$ cat config.mk
export PLATFORM = sky130hd
export DESIGN_NAME = spi_m0_sequencer
export DESIGN_NICKNAME = d
export VERILOG_FILES = /design/src/rtl/spi_m0_pkg.sv /design/src/rtl/spi_m0_half_timer.sv /design/src/rtl/spi_m0_shifter.sv /design/src/rtl/spi_m0_sequencer.sv
export SDC_FILE = /design/constraint.sdc
export NUM_CORES = 1
export LEC_CHECK = 0
export BUFFER_PORTS_ARGS = -buffer_cell sky130_fd_sc_hd__clkbuf_2
export CORE_ASPECT_RATIO = 1.1
export CORE_MARGIN = 8
export CORE_UTILIZATION = 55
export DETAILED_ROUTE_END_ITERATION = 10
export GPL_ROUTABILITY_DRIVEN = 1
export HOLD_SLACK_MARGIN = 0.06
export PLACE_DENSITY_LB_ADDON = 0.25
export SLEW_MARGIN = 20
export SYNTH_ARGS = -nofsm -noshare
export SYNTH_HDL_FRONTEND = slang
export SYNTH_SLANG_ARGS = --single-unit
$ cat constraint.sdc
create_clock -name clk -period 3.7 [get_ports clk]
set_input_delay 0.74 -clock clk [delete_from_list [all_inputs] [get_ports clk]]
set_output_delay 0.74 -clock clk [all_outputs]
set_load 0.1 [all_outputs]
$ cat src/rtl/spi_m0_pkg.sv
package spi_m0_pkg;
    typedef enum logic [2:0] {
        ST_IDLE,
        ST_LEAD,
        ST_LOW,
        ST_HIGH,
        ST_TAIL,
        ST_GAP_A,
        ST_GAP_B
    } seq_state_e;
endpackage

$ cat src/rtl/spi_m0_half_timer.sv
// Counts system cycles inside one half serial period; pulses tick on the last one.
module spi_m0_half_timer #(
    parameter int DIV_W = 8
) (
    input  logic             clk,
    input  logic             rst_n,
    input  logic             run,
    input  logic [DIV_W-1:0] half,
    output logic             tick
);
    logic [DIV_W-1:0] cnt_q;

    assign tick = run && (cnt_q == half - 1'b1);

    always_ff @(posedge clk or negedge rst_n) begin
        if (!rst_n)
            cnt_q <= '0;
        else if (!run || tick)
            cnt_q <= '0;
        else
            cnt_q <= cnt_q + 1'b1;
    end
endmodule

$ cat src/rtl/spi_m0_shifter.sv
// Transmit shift register (MSB aligned) and receive accumulator (LSB filled).
module spi_m0_shifter #(
    parameter int DATA_W = 16,
    parameter int LEN_W  = 5
) (
    input  logic              clk,
    input  logic              rst_n,
    input  logic              load,
    input  logic [LEN_W-1:0]  load_len,
    input  logic [DATA_W-1:0] load_word,
    input  logic              shift_en,
    input  logic              sample_en,
    input  logic              miso,
    output logic              out_msb,
    output logic              out_next,
    output logic [DATA_W-1:0] rx_acc
);
    logic [DATA_W-1:0] tx_sh;
    logic [LEN_W-1:0]  align;

    assign align    = LEN_W'(DATA_W) - load_len;
    assign out_msb  = tx_sh[DATA_W-1];
    assign out_next = tx_sh[DATA_W-2];

    always_ff @(posedge clk or negedge rst_n) begin
        if (!rst_n) begin
            tx_sh  <= '0;
            rx_acc <= '0;
        end else if (load) begin
            tx_sh  <= load_word << align;
            rx_acc <= '0;
        end else begin
            if (shift_en)
                tx_sh <= tx_sh << 1;
            if (sample_en)
                rx_acc <= {rx_acc[DATA_W-2:0], miso};
        end
    end
endmodule

$ cat src/rtl/spi_m0_sequencer.sv
module spi_m0_sequencer
    import spi_m0_pkg::*;
#(
    parameter int DATA_W = 16,
    parameter int MIN_W  = 4,
    parameter int DIV_W  = 8,
    localparam int LEN_W = $clog2(DATA_W + 1)
) (
    input  logic              clk,
    input  logic              rst_n,
    input  logic              enable,
    input  logic [LEN_W-1:0]  cfg_bits,
    input  logic [DIV_W-1:0]  cfg_half,
    input  logic              tx_nonempty,
    input  logic [DATA_W-1:0] tx_word,
    output logic              tx_pop,
    output logic              rx_valid,
    output logic [DATA_W-1:0] rx_word,
    input  logic              miso,
    output logic              sclk,
    output logic              frame_n,
    output logic              mosi,
    output logic              data_oe_n,
    output logic              clk_oe_n
);
    seq_state_e        state_q, state_d;
    logic [LEN_W-1:0]  bits_q, bit_cnt_q, len_eff;
    logic [DIV_W-1:0]  half_q, half_eff;
    logic              tick, start_ok, load, shift_en, sample_en;
    logic              sh_msb, sh_next;
    logic [DATA_W-1:0] rx_acc;
    logic              in_frame_d, in_gap_d;

    // Clamp configuration to the legal ranges.
    always_comb begin
        if (cfg_bits < LEN_W'(MIN_W))
            len_eff = LEN_W'(MIN_W);
        else if (cfg_bits > LEN_W'(DATA_W))
            len_eff = LEN_W'(DATA_W);
        else
            len_eff = cfg_bits;
        half_eff = (cfg_half == '0) ? DIV_W'(1) : cfg_half;
    end

    assign start_ok = enable && tx_nonempty;

    always_comb begin
        state_d = state_q;
        unique case (state_q)
            ST_IDLE:  if (start_ok) state_d = ST_LEAD;
            ST_LEAD:  if (tick) state_d = ST_LOW;
            ST_LOW:   if (tick) state_d = ST_HIGH;
            ST_HIGH:  if (tick) state_d = (bit_cnt_q == bits_q) ? ST_TAIL : ST_LOW;
            ST_TAIL:  if (tick) state_d = start_ok ? ST_GAP_A : ST_IDLE;
            ST_GAP_A: if (tick) state_d = ST_GAP_B;
            ST_GAP_B: if (tick) state_d = ST_LEAD;
            default:  state_d = ST_IDLE;
        endcase
    end

    assign load      = ((state_q == ST_IDLE) && start_ok) ||
                       ((state_q == ST_TAIL) && tick && start_ok);
    assign sample_en = (state_q == ST_LOW) && tick;
    assign shift_en  = (state_q == ST_HIGH) && tick && (state_d == ST_LOW);
    assign in_frame_d = (state_d == ST_LEAD) || (state_d == ST_LOW) ||
                        (state_d == ST_HIGH) || (state_d == ST_TAIL);
    assign in_gap_d   = (state_d == ST_GAP_A) || (state_d == ST_GAP_B);

    spi_m0_half_timer #(.DIV_W(DIV_W)) u_timer (
        .clk   (clk),
        .rst_n (rst_n),
        .run   (state_q != ST_IDLE),
        .half  (half_q),
        .tick  (tick)
    );

    spi_m0_shifter #(.DATA_W(DATA_W), .LEN_W(LEN_W)) u_shift (
        .clk       (clk),
        .rst_n     (rst_n),
        .load      (load),
        .load_len  (len_eff),
        .load_word (tx_word),
        .shift_en  (shift_en),
        .sample_en (sample_en),
        .miso      (miso),
        .out_msb   (sh_msb),
        .out_next  (sh_next),
        .rx_acc    (rx_acc)
    );

    // State register with the per-frame configuration and bit count.
    always_ff @(posedge clk or negedge rst_n) begin
        if (!rst_n) begin
            state_q   <= ST_IDLE;
            bits_q    <= LEN_W'(MIN_W);
            half_q    <= DIV_W'(1);
            bit_cnt_q <= '0;
        end else begin
            state_q <= state_d;
            if (load) begin
                bits_q    <= len_eff;
                half_q    <= half_eff;
                bit_cnt_q <= '0;
            end else if (sample_en) begin
                bit_cnt_q <= bit_cnt_q + 1'b1;
            end
        end
    end

    // Registered pin and strobe outputs.
    always_ff @(posedge clk or negedge rst_n) begin
        if (!rst_n) begin
            sclk      <= 1'b0;
            frame_n   <= 1'b1;
            mosi      <= 1'b0;
            data_oe_n <= 1'b1;
            clk_oe_n  <= 1'b0;
            tx_pop    <= 1'b0;
            rx_valid  <= 1'b0;
            rx_word   <= '0;
        end else begin
            clk_oe_n  <= 1'b0;
            tx_pop    <= load;
            rx_valid  <= 1'b0;
            sclk      <= (state_d == ST_HIGH);
            frame_n   <= !in_frame_d;
            data_oe_n <= (state_d == ST_IDLE);
            if ((state_q == ST_LEAD) && tick)
                mosi <= sh_msb;
            else if (shift_en)
                mosi <= sh_next;
            else if ((state_d == ST_IDLE) || in_gap_d)
                mosi <= 1'b0;
            if ((state_q == ST_TAIL) && tick) begin
                rx_valid <= 1'b1;
                rx_word  <= rx_acc;
            end
        end
    end
endmodule

==> metrics.txt <==
initial antenna violation count 0; max-slew violation count 0; most frequent cells in the layout 79 x dfrtp_1, 54 x clkbuf_2, 49 x nand2_1; final instance area 5210 um2; post-CTS resize count 0; Max Fclk 309 MHz; number of flops mapped to enable cells by yosys 0; drt initial violations 166; Worst Max-Slew Pin Slew 0.993 ns; Syn. warnings 0; Max Cap Viol 0; DRC viols 0; largest net degree at the start of global routing 84; family with the most delay on the worst path compound AO/OA/AOI/OAI gates; RSZ-0062 raised after global routing false; Die Y 112 um; syn_nets 488; Cell Area, Synth 4650 um2; syn avg cell area 10.3 um2; Post-DP HPWL 7.28 mm; synthesis-to-layout area growth 12.0%; worst skew pair latency 0.35 ns; Worst EP arrival 3.52 ns; Num Clock Sinks 83; status finished, final reports clean; CP peak stage delay 0.82 ns; clock tree from TritonCTS built; CP Buf/Inv Count 2; power density cells 326 nW/um2; # IOs 57; final hold violations 0; predominant post-synthesis flop cell dfrtp_1; FP Rows 35; Final Routed Wirelength 10.0 mm; share of layout cells above drive strength 1 0.225; Tcrit/Tclk final 0.874; HP Class in -> async; hold_buf cts 0; DR vias 3643; Hold WS 0.394 ns; worst-path fanout max 11; slew margin rel. 0.333; ANT cells 0; Tmin final 3.23 ns; first-pass GRT wire length 17.4 mm; pre-CTS setup slack 0.214 ns; gpl congestion 0.968; Synth async-reset ratio 1.00; sequential-to-total area share from yosys stat 0.448; VDD IR max 0.194 mV; Required @ worst endpoint 3.99 ns; H-tree Lvls 3; Reg clk slew, reported paths 0.09 ns; critical path cell sequence clkbuf_2, o21ba_2, and2_1, inv_1, ha_1, xnor2_1, mux2i_1, a211o_1, a211oi_1, a221o_1; cell leakage power 2.50 nW; post-route antenna net violation count 0; drt wl/cell 16.2 um; Slowest cell on crit path xnor2_1; Setup crit start kind input port; skew final 0.0161 ns; Num CTS Buffers 9; port bufs 55; Die Area 11700 um2; Initial Utilization 0.562; area post-placement 5030 um2; # Post-CTS Setup Buffers 0; Final nets 540; Yosys reg bits 83; total track usage 0.177; Post-Place Cells 602; remaining global-route overflow 0; most common cell after layout, fill and taps aside dfrtp_1; clock buffer depth 2; count of final setup violators 0; Synth Instances 450; Fin Setup TNS 0 ns; Initial DRT Pass Iterations 5; mean number of vias per cell 5.89; Setup crit end kind register; Root Driver clkbuf_8; Layout Cells excl Fill 618; Die X-Extent 104 um; worst setup margin 0.465 ns; critical path class in -> reg; Yosys cell types 59; R2R Setup Slk 0.67 ns; fillers 691; number of global-route vias before repair 3663; CORE AREA 8280 um2
## logic make-up (layout without fill, tap and decap cells)
| logic type | Yosys count | in the layout | share of synthesized area |
|---|---|---|---|
| xor+xnor | 25 | 25 | 0.0471 |
| flops | 83 | 83 | 0.448 |
| simple gates | 160 | 160 | 0.168 |
| other cells | 1 | 1 | 0.000806 |
| compound gates | 79 | 79 | 0.126 |
| buf+inv | 37 | 94 | 0.0347 |
| mux | 61 | 61 | 0.165 |
| fa+ha+maj | 4 | 4 | 0.0108 |
## state kept, by name, indices dropped and copies added (netlist names)
register and count:
tx_pop 1, rx_word 16, data_oe_n 1, sclk 1, rx_valid 1, frame_n 1
u_timer.cnt_q 8, bits_q 5, u_shift.rx_acc 16, u_shift.tx_sh 16, half_q 8, mosi 1
state_q 3, bit_cnt_q 5
## per-stage QoR
step            util  total power (W)
2_1_floorplan      -          0.00105
3_3_place_gp   0.608          0.00112
3_5_place_dp   0.608          0.00112
4_1_cts        0.629          0.00171
5_1_grt        0.629          0.00177
6_report       0.629          0.00170
## power breakdown
group / switching, W / total, W / internal [W]
clock: 0.000340 / 0.000590 / 0.000250
sequential: 0.000000382 / 0.000907 / 0.000907
combinational: 0.000119 / 0.000199 / 0.0000796
total: 0.000460 / 0.00170 / 0.00124
## worst paths after layout
path                                      to  cells past startpoint   startpoint
hold reg to reg                    bits_q[2]                      2    bits_q[2]
hold / removal                     half_q[1]                      1        rst_n
min in group clk                   bits_q[2]                      2    bits_q[2]
max in group asynchronous       bit_cnt_q[1]                      1        rst_n
setup / recovery            u_shift.tx_sh[6]                     10  cfg_bits[4]
setup reg to reg           u_shift.tx_sh[11]                     11    half_q[0]
## layer usage
layer / wire [um] / track usage
met5: 0 / 0
met3: 471 / 0.0407
met4: 265 / 0.0821
met2: 4790 / 0.282
met1: 4490 / 0.224
## final cells by class
| class | count | area, um2 | area share |
|---|---|---|---|
| clock inverters | 6 | 48.8 | 0.00937 |
| clock buffers | 10 | 128 | 0.0245 |
| repair buffers | 65 | 357 | 0.0684 |
| well taps | 111 | 139 | 0.0267 |
| flip-flops and latches | 83 | 2080 | 0.400 |
| inverters | 13 | 48.8 | 0.00937 |
| multi-input cells | 330 | 2410 | 0.462 |
## cell usage after synthesis, types with 5 or more instances
| master | count | area share |
|---|---|---|
| a21oi_1 | 10 | 0.011 |
| a221o_1 | 6 | 0.013 |
| a31oi_1 | 6 | 0.0081 |
| and3_1 | 9 | 0.012 |
| buf_2 | 9 | 0.0097 |
| clkbuf_1 | 11 | 0.0089 |
| dfrtp_1 | 79 | 0.43 |
| inv_1 | 12 | 0.0097 |
| mux2_1 | 9 | 0.022 |
| mux2_2 | 8 | 0.019 |
| mux2i_1 | 33 | 0.071 |
| mux4_2 | 11 | 0.053 |
| nand2_1 | 49 | 0.040 |
| nand2b_1 | 5 | 0.0067 |
| nand3_1 | 20 | 0.022 |
| nor2_1 | 48 | 0.039 |
| nor3_1 | 9 | 0.0097 |
| o211ai_1 | 5 | 0.0081 |
| o21ai_0 | 19 | 0.020 |
| xnor2_1 | 10 | 0.019 |
| xor2_1 | 15 | 0.028 |
Note: power is estimated with default switching activity, not from simulation.
